`src/rtl/bmdma_regs_pkg.sv`:
```
package bmdma_regs_pkg;

    localparam int PTR_W      = 32;
    localparam int DATA_W     = 32;
    localparam int BASE_OFS   = 4;
    localparam int BASE_BYTES = PTR_W / 8;
    localparam int LANES      = BASE_OFS + BASE_BYTES;
    localparam int OFS_W      = $clog2(LANES);
    localparam int CMD_OFS    = 0;
    localparam int STAT_OFS   = 2;

    localparam int CMD_START_BIT = 0;
    localparam int CMD_DIR_BIT   = 3;
    localparam logic [7:0] CMD_KEEP = 8'h09;

    localparam int ST_ACTIVE = 0;
    localparam int ST_ERR    = 1;
    localparam int ST_INT    = 2;
    localparam int ST_FLAG_LO = 5;
    localparam int ST_FLAG_HI = 6;

    typedef enum logic [1:0] {
        ACC_BYTE = 2'd0,
        ACC_HALF = 2'd1,
        ACC_WORD = 2'd2,
        ACC_NONE = 2'd3
    } acc_size_e;

    typedef struct packed {
        logic [LANES-1:0]   en;
        logic [LANES*8-1:0] data;
    } lane_wr_t;

    function automatic int size_bytes(acc_size_e sz);
        case (sz)
            ACC_BYTE: return 1;
            ACC_HALF: return 2;
            ACC_WORD: return 4;
            default:  return 0;
        endcase
    endfunction

    function automatic logic [LANES-1:0] lane_enables(logic [OFS_W-1:0] ofs,
                                                      acc_size_e sz);
        logic [LANES-1:0] en;
        int lo;
        int hi;
        lo = int'(ofs);
        hi = lo + size_bytes(sz);
        for (int b = 0; b < LANES; b++) begin
            en[b] = (b >= lo) && (b < hi);
        end
        return en;
    endfunction

    function automatic logic [DATA_W-1:0] size_mask(acc_size_e sz);
        case (sz)
            ACC_BYTE: return 32'h0000_00FF;
            ACC_HALF: return 32'h0000_FFFF;
            ACC_WORD: return 32'hFFFF_FFFF;
            default:  return 32'h0000_0000;
        endcase
    endfunction

endpackage

```
`src/rtl/bmdma_lane_dec.sv`:
```
module bmdma_lane_dec
    import bmdma_regs_pkg::*;
(
    input  logic                  wr_req,
    input  logic [OFS_W-1:0]      ofs,
    input  acc_size_e             size,
    input  logic [DATA_W-1:0]     wdata,
    output lane_wr_t              lanes
);
    localparam int WIDE = LANES * 8;

    logic [WIDE-1:0] shifted;
    logic [LANES-1:0] en_raw;

    always_comb begin
        shifted = {{(WIDE-DATA_W){1'b0}}, wdata} << (8 * int'(ofs));
        en_raw  = lane_enables(ofs, size);
    end

    for (genvar b = 0; b < LANES; b++) begin : g_lane
        assign lanes.en[b]           = wr_req & en_raw[b];
        assign lanes.data[b*8 +: 8]  = shifted[b*8 +: 8];
    end
endmodule

```
`src/rtl/bmdma_base_reg.sv`:
```
module bmdma_base_reg
    import bmdma_regs_pkg::*;
(
    input  logic                  clk,
    input  logic                  rst,
    input  logic [BASE_BYTES-1:0] byte_en,
    input  logic [PTR_W-1:0]      byte_data,
    output logic [PTR_W-1:0]      base
);
    for (genvar i = 0; i < BASE_BYTES; i++) begin : g_byte
        localparam logic [7:0] KEEP = (i == 0) ? 8'hFC : 8'hFF;
        always_ff @(posedge clk) begin
            if (rst) begin
                base[i*8 +: 8] <= 8'h00;
            end else if (byte_en[i]) begin
                base[i*8 +: 8] <= byte_data[i*8 +: 8] & KEEP;
            end
        end
    end


    base_align_chk: assert property (@(posedge clk) disable iff (rst)
        base[1:0] == 2'b00);
endmodule

```
`src/rtl/bmdma_cmd_unit.sv`:
```
module bmdma_cmd_unit
    import bmdma_regs_pkg::*;
(
    input  logic             clk,
    input  logic             rst,
    input  logic             wr_en,
    input  logic [7:0]       wr_byte,
    input  logic [PTR_W-1:0] base,
    input  logic             walker_inactive,
    input  logic             walker_more,
    output logic [7:0]       cmd,
    output logic             active,
    output logic             start_req,
    output logic             cancel_req,
    output logic [PTR_W-1:0] cur_ptr
);
    logic start_old;
    logic start_new;
    logic go_edge;
    logic stop_edge;

    always_comb begin
        start_old = cmd[CMD_START_BIT];
        start_new = wr_byte[CMD_START_BIT];
        go_edge   = wr_en && start_new && !start_old;
        stop_edge = wr_en && !start_new && start_old;
    end

    always_ff @(posedge clk) begin
        if (rst) begin
            cmd        <= 8'h00;
            active     <= 1'b0;
            start_req  <= 1'b0;
            cancel_req <= 1'b0;
            cur_ptr    <= '0;
        end else begin
            start_req  <= 1'b0;
            cancel_req <= 1'b0;
            if (walker_inactive) begin
                active <= walker_more;
            end
            if (wr_en) begin
                cmd <= wr_byte & CMD_KEEP;
            end
            if (go_edge) begin
                cur_ptr <= base;
                if (!active) begin
                    active    <= 1'b1;
                    start_req <= 1'b1;
                end
            end
            if (stop_edge) begin
                cancel_req <= 1'b1;
                active     <= 1'b0;
            end
        end
    end


    start_pulse_chk: assert property (@(posedge clk) disable iff (rst)
        start_req |-> (active && cmd[CMD_START_BIT]));


    ptr_reload_chk: assert property (@(posedge clk) disable iff (rst)
        start_req |-> (cur_ptr == $past(base)));


    cancel_idle_chk: assert property (@(posedge clk) disable iff (rst)
        cancel_req |-> (!active && !cmd[CMD_START_BIT]));


    no_dual_req_chk: assert property (@(posedge clk) disable iff (rst)
        !(start_req && cancel_req));
endmodule

```
`src/rtl/bmdma_status_unit.sv`:
```
module bmdma_status_unit
    import bmdma_regs_pkg::*;
(
    input  logic       clk,
    input  logic       rst,
    input  logic       wr_en,
    input  logic [7:0] wr_byte,
    input  logic       active,
    input  logic       irq_in,
    input  logic       walker_error,
    output logic [7:0] status
);
    logic       err_q;
    logic       int_q;
    logic [1:0] flags_q;
    logic       irq_q;
    logic       irq_rise;
    logic       clr_err;
    logic       clr_int;

    always_comb begin
        irq_rise = irq_in && !irq_q;
        clr_err  = wr_en && wr_byte[ST_ERR];
        clr_int  = wr_en && wr_byte[ST_INT];
    end

    always_ff @(posedge clk) begin
        if (rst) begin
            err_q   <= 1'b0;
            int_q   <= 1'b0;
            flags_q <= 2'b00;
            irq_q   <= 1'b0;
        end else begin
            irq_q <= irq_in;
            err_q <= (err_q && !clr_err) || walker_error;
            int_q <= (int_q && !clr_int) || irq_rise;
            if (wr_en) begin
                flags_q <= wr_byte[ST_FLAG_HI:ST_FLAG_LO];
            end
        end
    end

    always_comb begin
        status                         = 8'h00;
        status[ST_ACTIVE]              = active;
        status[ST_ERR]                 = err_q;
        status[ST_INT]                 = int_q;
        status[ST_FLAG_HI:ST_FLAG_LO]  = flags_q;
    end


    int_on_rise_chk: assert property (@(posedge clk) disable iff (rst)
        $rose(irq_in) |=> int_q);


    err_on_report_chk: assert property (@(posedge clk) disable iff (rst)
        walker_error |=> err_q);
endmodule

```
`src/rtl/bmdma_ctrl_regs.sv`:
```
module bmdma_ctrl_regs
    import bmdma_regs_pkg::*;
(
    input  logic              clk,
    input  logic              rst,
    input  logic              reg_valid,
    input  logic              reg_write,
    input  logic [OFS_W-1:0]  reg_addr,
    input  logic [1:0]        reg_size,
    input  logic [DATA_W-1:0] reg_wdata,
    output logic [DATA_W-1:0] reg_rdata,
    output logic              dir_to_mem,
    output logic [PTR_W-1:0]  desc_ptr,
    output logic              walker_start,
    output logic              walker_cancel,
    input  logic              walker_inactive,
    input  logic              walker_more,
    input  logic              walker_error,
    input  logic              irq_in,
    output logic              irq_out
);
    localparam int IMG_W = LANES * 8;

    acc_size_e       size_e;
    lane_wr_t        lanes;
    logic [7:0]      cmd;
    logic [7:0]      status;
    logic            active;
    logic            cancel_req;
    logic [PTR_W-1:0] base;
    logic [IMG_W-1:0] image;

    assign size_e = acc_size_e'(reg_size);

    bmdma_lane_dec u_dec (
        .wr_req (reg_valid && reg_write),
        .ofs    (reg_addr),
        .size   (size_e),
        .wdata  (reg_wdata),
        .lanes  (lanes)
    );

    bmdma_cmd_unit u_cmd (
        .clk             (clk),
        .rst             (rst),
        .wr_en           (lanes.en[CMD_OFS]),
        .wr_byte         (lanes.data[CMD_OFS*8 +: 8]),
        .base            (base),
        .walker_inactive (walker_inactive),
        .walker_more     (walker_more),
        .cmd             (cmd),
        .active          (active),
        .start_req       (walker_start),
        .cancel_req      (cancel_req),
        .cur_ptr         (desc_ptr)
    );

    bmdma_status_unit u_stat (
        .clk          (clk),
        .rst          (rst),
        .wr_en        (lanes.en[STAT_OFS]),
        .wr_byte      (lanes.data[STAT_OFS*8 +: 8]),
        .active       (active),
        .irq_in       (irq_in),
        .walker_error (walker_error),
        .status       (status)
    );

    bmdma_base_reg u_base (
        .clk       (clk),
        .rst       (rst),
        .byte_en   (lanes.en[BASE_OFS +: BASE_BYTES]),
        .byte_data (lanes.data[BASE_OFS*8 +: PTR_W]),
        .base      (base)
    );

    always_comb begin
        image = '0;
        image[CMD_OFS*8 +: 8]    = cmd;
        image[STAT_OFS*8 +: 8]   = status;
        image[BASE_OFS*8 +: PTR_W] = base;
        reg_rdata = image[DATA_W-1:0] >> 0;
        reg_rdata = DATA_W'(image >> (8 * int'(reg_addr))) & size_mask(size_e);
    end

    assign dir_to_mem    = cmd[CMD_DIR_BIT];
    assign walker_cancel = cancel_req || (rst && active);
    assign irq_out       = irq_in;


    cmd_kept_bits_chk: assert property (@(posedge clk) disable iff (rst)
        (cmd & ~CMD_KEEP) == 8'h00);
endmodule

```
`config.mk`:
```
export PLATFORM = sky130hd
export DESIGN_NAME = bmdma_ctrl_regs
export DESIGN_NICKNAME = d
export VERILOG_FILES = /design/src/rtl/bmdma_regs_pkg.sv /design/src/rtl/bmdma_lane_dec.sv /design/src/rtl/bmdma_base_reg.sv /design/src/rtl/bmdma_cmd_unit.sv /design/src/rtl/bmdma_status_unit.sv /design/src/rtl/bmdma_ctrl_regs.sv
export SDC_FILE = /design/constraint.sdc
export NUM_CORES = 1
export LEC_CHECK = 0
export ABC_AREA = 1
export BUFFER_PORTS_ARGS = -buffer_cell sky130_fd_sc_hd__buf_4
export CAP_MARGIN = 10
export CORE_MARGIN = 2
export CORE_UTILIZATION = 49
export CTS_BUF_LIST = sky130_fd_sc_hd__clkbuf_2
export CTS_CLUSTER_SIZE = 28
export DETAILED_ROUTE_END_ITERATION = 10
export MAX_ROUTING_LAYER = met4
export PLACE_DENSITY_LB_ADDON = 0.08
export SLEW_MARGIN = 40
export SYNTH_ARGS = -nofsm -noshare
export SYNTH_HDL_FRONTEND = slang
export SYNTH_SLANG_ARGS = --single-unit
```
`constraint.sdc`:
```
create_clock -name clk -period 2.12 [get_ports clk]
set_clock_uncertainty 0.05 [all_clocks]
set_input_delay 0.424 -clock clk [delete_from_list [all_inputs] [get_ports clk]]
set_output_delay 0.424 -clock clk [all_outputs]
set_load 0.05 [all_outputs]
```
==> results of run 1 <==
-- layer usage --
metal,global-route usage,wire [µm],vias up
met5,-,0,-
li1,-,-,2900
met4,0.152,745,0
met2,0.616,9360,263
met1,0.391,7210,2814
met3,0.0353,1170,57
-- cell usage after synthesis, types with 2 or more instances --
| master | instances |
|---|---|
| sky130_fd_sc_hd__clkbuf_1 | 18 |
| sky130_fd_sc_hd__o221ai_1 | 8 |
| sky130_fd_sc_hd__a31oi_1 | 12 |
| sky130_fd_sc_hd__dfxtp_1 | 70 |
| sky130_fd_sc_hd__inv_2 | 4 |
| sky130_fd_sc_hd__o21ai_1 | 2 |
| sky130_fd_sc_hd__nor3_1 | 7 |
| sky130_fd_sc_hd__o22ai_1 | 20 |
| sky130_fd_sc_hd__nor2_1 | 134 |
| sky130_fd_sc_hd__buf_2 | 14 |
| sky130_fd_sc_hd__nand3_1 | 12 |
| sky130_fd_sc_hd__buf_4 | 10 |
| sky130_fd_sc_hd__ha_1 | 7 |
| sky130_fd_sc_hd__inv_1 | 109 |
| sky130_fd_sc_hd__o311ai_0 | 2 |
| sky130_fd_sc_hd__o21ai_0 | 53 |
| sky130_fd_sc_hd__or2_2 | 2 |
| sky130_fd_sc_hd__buf_6 | 4 |
| sky130_fd_sc_hd__a21oi_1 | 24 |
| sky130_fd_sc_hd__o211ai_1 | 7 |
| sky130_fd_sc_hd__mux2i_1 | 7 |
| sky130_fd_sc_hd__nand2_1 | 271 |
| sky130_fd_sc_hd__a41oi_1 | 2 |
| sky130_fd_sc_hd__nor2_8 | 2 |
-- metrics by stage --
step / TNS (ps) / util / worst slack, ps / instance area (µm²) / hold WS [ps]
global route: -1480 / 0.799 / -142 / 7700 / 47.6
detailed placement: -19500 / 0.691 / -440 / 6660 / 402
CTS: -749 / 0.760 / -111 / 7330 / 15.2
floorplan: -724 / - / -28.0 / 5240 / 380
finish: -440 / 0.799 / -59.8 / 7700 / 28.6
global placement: -16190 / 0.691 / -404 / 6660 / 390
-- what timing repair did --
action | 4_1_cts | 5_1_grt
gates cloned | 1 | 1
gates resized for setup | 153 | 83
endpoints found under the hold margin | 1 | 0
buffers inserted | 17 | 11
endpoints found under the setup margin | 32 | 37
pin swaps | 23 | 41
hold buffers | 1 | 0
-- area by class of cell --
class	count	area, µm²	share of cell area
clock buffer	9	45.0	0.00585
sequential	70	1470	0.190
inverter	114	465	0.0604
tap	133	166	0.0216
timing repair buffer	210	1950	0.254
clock inverter	7	120	0.0156
antenna	1	2.50	0.000325
multi-input combinational	587	3480	0.452
-- power breakdown --
| group | leakage (nW) | switching, W | internal (W) |
|---|---|---|---|
| registers | 0.586 | 0.0000436 | 0.00137 |
| clock network | 0.0941 | 0.000567 | 0.000514 |
| logic | 3.09 | 0.000657 | 0.000439 |
-- critical path, delay by kind of cell (launching register included) --
kind	cells	cell delay, ps
buffers and inverters	3	330
DFF	1	420
AOI/OAI and AO/OA	2	280
and+or+nand+nor	1	120
-- cell families (layout without fill, tap and decap cells) --
family | after synthesis | count (layout)
multiplexers | 7 | 7
buffers and inverters | 161 | 340
XOR/XNOR | 1 | 1
adder cells (fa/ha/maj) | 8 | 8
AND/OR/NAND/NOR | 433 | 433
flip-flops | 70 | 70
other | 1 | 3
AO/OA/AOI/OAI | 136 | 136
-- path summary, 6_finish.rpt --
check                           slack (ps)                             end  cells after the start
worst max-delay path                   -60                   reg_rdata[13]                      6
worst min-delay path                    30         u_stat.err_q$_SDFF_PP0_                      3
worst max register to register         910  u_cmd.cur_ptr[23]$_SDFFE_PP0N_                      6
worst min register to register         430    u_base.base[15]$_SDFFE_PP0P_                      2
-- registers in the layout (all words and copies together) (netlist names), 2 cells and up --
register / flops
u_base.base: 30
u_cmd.cmd: 2
u_cmd.cur_ptr: 30
u_stat.flags_q: 2
==> implementation parameters, run 1 <==
Parameter                              Value

Status
  Run status    complete, but fails checks
  Violations in the final reports    setup timing

Critical path
  Delay of the slowest cell on the worst path    420 ps
  Slowest library cell on the worst path    sky130_fd_sc_hd__dfxtp_4
  CP Class    reg2out
  List of cells traversed by the critical path    buf_6, inv_4, nor2_4, a22oi_2, a31oi_4, buf_6
  Biggest fanout along the worst timing path    3
  Cell type with the highest occurrence count on the critical path    sky130_fd_sc_hd__buf_6
  Reg2Reg Launch Point    u_cmd.cmd[0]$_SDFFE_PP0N_
  Critical path data arrival time    1710 ps
  Launching element type of the critical path    flip-flop
  Endpoint type of the worst setup path    output port
  Data required time at the worst endpoint    approximately 1700 ps
  Worst setup startpoint    u_base.base[29]$_SDFFE_PP0P_

Logic synthesis
  Cell accounting for the most synthesized area    sky130_fd_sc_hd__dfxtp_1
  Share of the synthesized netlist area taken by xor and xnor gates    0.00182
  Average size of a mapped cell    about 5.9 µm²
  Dominant synthesized flop cell    sky130_fd_sc_hd__dfxtp_1
  Multiplexer fraction of the synthesized cell area    0.0145
  Instance count of the mapped netlist    817
  Synthesized-area fraction occupied by adder cells    0.0223
  Asr flop ratio synth    0
  Number of flops mapped to enable cells by yosys    0
  Sequential cell area fraction in the yosys report    0.291
  Combinational family with the most area after synthesis    simple AND/OR/NAND/NOR gates
  Synth Area in Compound Gates    0.167
  Post-synth top area share    0.291
  Synth Warn #    0
  Basic-gate share of the synthesized area counting and, or, nand and nor cells    0.360
  Synthesis-stage register bit count    70
  Cell area after synthesis    4820 µm²
  Distinct cell type count of the synthesized netlist    40
  Ranking of synthesized cells by area    sky130_fd_sc_hd__dfxtp_1, sky130_fd_sc_hd__nand2_1, sky130_fd_sc_hd__nor2_1

Clock network
  Clock Latency Late Sink    560 ps
  Largest buffer count on any clock path    2
  Number of levels the H-tree was split into    3
  Clock root buffer    sky130_fd_sc_hd__clkbuf_2
  TritonCTS sink count    70
  Clock slew seen by the registers of the worst setup and hold paths    approximately 250 ps
  TritonCTS clock tree    yes
  CTS buffer count    9

Floorplanning
  Die span in y    103 µm
  Number of top-level pins    between 100 and 150
  Standard-cell row count    36
  Die area    10600 µm²
  Floorplan Core Area    9640 µm²
  Initial cell density of the core    0.500
  Die W    ~100 µm

GRT
  GRT Overall Usage    0.346
  First-pass GRT wire length    ~27 mm
  Total gr overflow    0
  Maximum number of pins on one net before global-route repair    65
  Via count of the first global-routing pass    5561
  Antenna violations before repair    0

Final layout
  Fill cells    744
  Area growth, synth to finish    59.9%
  Share of cells above drive strength 1    0.416
  Final standard cell count with taps included and fillers excluded    1131
  Most frequent standard cell in the layout excluding fill and tap cells    sky130_fd_sc_hd__nand2_1
  Leading cell types in the layout, fill and taps excluded    sky130_fd_sc_hd__nand2_1, sky130_fd_sc_hd__buf_4, sky130_fd_sc_hd__nor2_1, sky130_fd_sc_hd__inv_1, sky130_fd_sc_hd__dfxtp_1
  # nets final    1045

STA
  Fin crit share    1.03
  Final critical path time including I/O delays and setup    2180 ps
  Number of setup violations in the final report    15
  Achievable Freq    459 MHz
  Setup repair after global routing missed its margin    yes
  Total count of hold-check failures in the final report    0
  Count of final max-slew check failures    0
  Smallest setup slack after layout    -59.8 ps

Flow run
  Reported max-cap violation count    0

Pwr
  Final Power    0.00359 W
  Maximum vdd drop    0.266 mV
  Leak    3.77 nW
  Total power divided by cell area    between 400 and 500 nW/µm²

Worst hold path
  Startpoint of the worst hold path    walker_error
  Worst min-delay path class    in2reg

Detailed routing
  Post-detailed-route count of antenna-violating nets    0
  Number of design-rule violations left by the first detailed-router iteration    407
  Drc violations    0
  Total iterations of the first detailed-routing run    5
  Via/cell ratio    between 5 and 6
  Wirelength, routed    18.5 mm
  Number of vias after detailed routing    6034
  Routed length per instance    16.3 µm

Placement
  Number of buffers added on ports    110
  Post-detail-place hpwl    about 13 mm
  RePlAce Congestion    just over 0.9
  Placed cell count    1089
Note: power is estimated with default switching activity, not from simulation.
==> inputs of run 2 (changes only) <==
--- a/config.mk
+++ b/config.mk
@@ -6,13 +6,13 @@
 export NUM_CORES = 1
 export LEC_CHECK = 0
 export ABC_AREA = 1
-export BUFFER_PORTS_ARGS = -buffer_cell sky130_fd_sc_hd__buf_4
 export CAP_MARGIN = 10
 export CORE_MARGIN = 2
 export CORE_UTILIZATION = 49
 export CTS_BUF_LIST = sky130_fd_sc_hd__clkbuf_2
 export CTS_CLUSTER_SIZE = 28
 export DETAILED_ROUTE_END_ITERATION = 10
+export DONT_BUFFER_PORTS = 1
 export MAX_ROUTING_LAYER = met4
 export PLACE_DENSITY_LB_ADDON = 0.08
 export SLEW_MARGIN = 40
==> run 2 against run 1 <==
The flow still finishes with violations (setup timing). Global-route usage down 2.0 points. Die area did not move. Setup slack lost 36 ps. Via count is 8.6% lower. Clock power decreased by 20%. Highest routed layer unchanged. Critical path depth down 2. Largest power group unchanged. Clock-buffer cell count unchanged. Cell count shrank 9.8%. Sequential power barely moved. Register-to-register slack got worse by 50 ps. Combinational power decreased by 22%.
==> implementation parameters, run 2 (synthesized netlist as in run 1, its figures left out) <==
Parameter                              Value

Clock network
  Clock slew seen by the registers of the worst setup and hold paths    250 ps (about the same)
  TritonCTS sink count    70 (unchanged)
  Clock root buffer    sky130_fd_sc_hd__clkbuf_2
  TritonCTS clock tree    yes
  Clock Latency Late Sink    550 ps (about the same)
  CTS buffer count    9 (unchanged)
  Largest buffer count on any clock path    2 (unchanged)
  Number of levels the H-tree was split into    3 (unchanged)

Final layout
  Multi-input gate area in the final layout    3460 µm² (-0.65%)
  # nets final    935 (-11%)
  Area growth, synth to finish    43.7%
  Leading cell types in the layout, fill and taps excluded    sky130_fd_sc_hd__nand2_1, sky130_fd_sc_hd__nor2_1, sky130_fd_sc_hd__inv_1, sky130_fd_sc_hd__buf_4
  Number of inserted diodes    0 (-1)
  Fill cells    817 (+9.8%)
  Utilization after layout    0.718 (-0.0809)
  Flip-flop and latch area    1470 µm² (+0.51%)
  Top flop regs    u_base.base: 30 flops, u_cmd.cur_ptr: 30 flops
  Most frequent standard cell in the layout excluding fill and tap cells    sky130_fd_sc_hd__nand2_1
  Share of cells above drive strength 1    0.335 (-0.0814)

GRT
  Antenna violations before repair    0 (unchanged)
  Total gr overflow    0 (unchanged)
  Via count of the first global-routing pass    5127 (-7.8%)
  First-pass GRT wire length    25.6 mm (-5.8%)
  GRT Overall Usage    0.326 (-0.0200)
  Maximum number of pins on one net before global-route repair    110 (+69%)

Pwr
  Leak    3.11 nW (-17%)
  Comb pwr share    0.271 (-0.034)
  Internal power of the cells    0.00199 W (-14%)
  Switching Share    0.370 (+0.0167)
  Reg power frac    0.455 (+0.062)
  Maximum vdd drop    0.281 mV (+5.6%)
  Total net switching power    0.00117 W (-8.0%)
  Final Power    0.00315 W (-12%)
  Clk network pwr share    0.273 (-0.028)
  Total power divided by cell area    456 nW/µm² (-2.2%)

Detailed routing
  Via/cell ratio    5.41 (+1.4%)
  Number of design-rule violations left by the first detailed-router iteration    342 (-16%)
  Number of vias after detailed routing    5516 (-8.6%)
  Drc violations    0 (unchanged)
  Total iterations of the first detailed-routing run    5 (unchanged)
  Post-detailed-route count of antenna-violating nets    0 (unchanged)
  Wirelength, routed    16.9 mm (-8.8%)
  Routed length per instance    16.5 µm (+1.2%)

Floorplanning
  Die W    103 µm (unchanged)
  Standard-cell row count    36 (unchanged)
  Initial cell density of the core    0.500 (unchanged)
  Number of top-level pins    113 (unchanged)
  Die span in y    103 µm (unchanged)
  Die area    10600 µm² (unchanged)
  Floorplan Core Area    9640 µm² (unchanged)

Critical path
  Delay of the slowest cell on the worst path    410 ps (about the same)
  Biggest fanout along the worst timing path    3 (unchanged)
  Slowest library cell on the worst path    sky130_fd_sc_hd__dfxtp_2
  Endpoint type of the worst setup path    output port
  CP Class    reg2out
  Data required time at the worst endpoint    1650 ps (about the same)
  Launching element type of the critical path    flip-flop
  Count of buffer and inverter cells on the critical path    2 (-1)
  CP top delay family    flip-flops
  Critical path data arrival time    1740 ps (+30 ps)
  List of cells traversed by the critical path    inv_1, o311ai_2, nand2_1, clkinvlp_4

Placement
  RePlAce Congestion    0.912 (-1.1%)
  Post-detail-place hpwl    11.9 mm (-7.8%)
  Number of buffers added on ports    0 (-100%)

STA
  Slew at the pin closest to its max-slew limit    between 600 and 700 ps
  Fin crit share    1.05 (+0.0169)
  Total count of hold-check failures in the final report    0 (unchanged)
  Achievable Freq    451 MHz (-1.6%)
  Worst slew margin relative to its limit    0.549
  Number of setup violations in the final report    11 (-4)
  Final critical path time including I/O delays and setup    2220 ps (+35.9 ps)
  Setup repair after global routing missed its margin    yes
  Count of final max-slew check failures    0 (unchanged)
  Smallest setup slack after layout    -95.7 ps (-35.9 ps)

Status
  Run status    complete, but fails checks
  Violations in the final reports    setup timing

Worst hold path
  Worst min-delay path class    in2reg

Flow run
  Reported max-cap violation count    0 (unchanged)
run 2: cell types whose count changed in the layout (fill, tap and decap cells not counted), sizes merged:
cell and change:
bufinv -2, clkinv -3, bufbuf -1, buf -113, inv +2, clkbuf -1
clkinvlp +3, diode -1, dlygate4sd3 +5
run 2: metal layers:
metal  wire length (µm)  track usage
met1               6750        0.376
met2               8700        0.569
met3                982       0.0420
met4                426        0.135
met5                  0            -
run 2: layout make-up:
cell class,count,area share
clock buffer,9,0.00651
clock inverter,7,0.0117
multi-input combinational,587,0.500
timing repair buffer,100,0.177
tap,133,0.0240
sequential,70,0.213
inverter,114,0.0676
run 2: what timing repair did:
item | CTS | global route
hold buffers | 6 | 0
endpoints found under the hold margin | 7 | 0
setup endpoints to repair | 32 | 33
pin swaps | 30 | 50
gates resized for setup | 126 | 66
setup buffers | 19 | 16
run 2: power by group through the flow:
| stage | registers [W] | logic (W) | clock network [W] |
|---|---|---|---|
| final | 0.00144 | 0.000855 | 0.000862 |
| after global routing | 0.00144 | 0.000919 | 0.000919 |
| after CTS | 0.00143 | 0.000788 | 0.000866 |
| after detailed placement | 0.00147 | 0.000698 | 0 |
| after global placement | 0.00147 | 0.000687 | 0 |
| after floorplan | 0.00145 | 0.000528 | 0 |
run 2: metrics by stage:
| stage | setup TNS (ps) | setup WS, ps | hold WS, ps | std cells | area (µm²) |
|---|---|---|---|---|---|
| 6_report | -373 | -95.7 | 24.2 | 1020 | 6920 |
| 5_1_grt | -1470 | -135 | 29.6 | 1020 | 6920 |
| 4_1_cts | -618 | -85.2 | 18.8 | 1004 | 6600 |
| 3_5_place_dp | -6940 | -202 | 401 | 963 | 6020 |
| 3_3_place_gp | -4660 | -135 | 391 | 963 | 6020 |
| 2_1_floorplan | -724 | -28.0 | 380 | 818 | 5240 |
run 2: worst paths after layout:
path                                    end  slack [ps]  cells past startpoint                            from
max                            reg_rdata[5]        -100                      4  u_stat.flags_q[0]$_SDFFE_PP0P_
min          u_stat.flags_q[0]$_SDFFE_PP0P_          20                      3                     reg_addr[2]
max reg2reg         u_stat.err_q$_SDFF_PP0_         860                      3         u_stat.err_q$_SDFF_PP0_
min reg2reg  u_cmd.cur_ptr[15]$_SDFFE_PP0N_         460                      2    u_base.base[15]$_SDFFE_PP0P_
run 2: worst min-delay path, cell delays in order:
cell and delay (ps):
sky130_fd_sc_hd__nor2_1 20, sky130_fd_sc_hd__o21ai_0 140, sky130_fd_sc_hd__a21oi_1 40
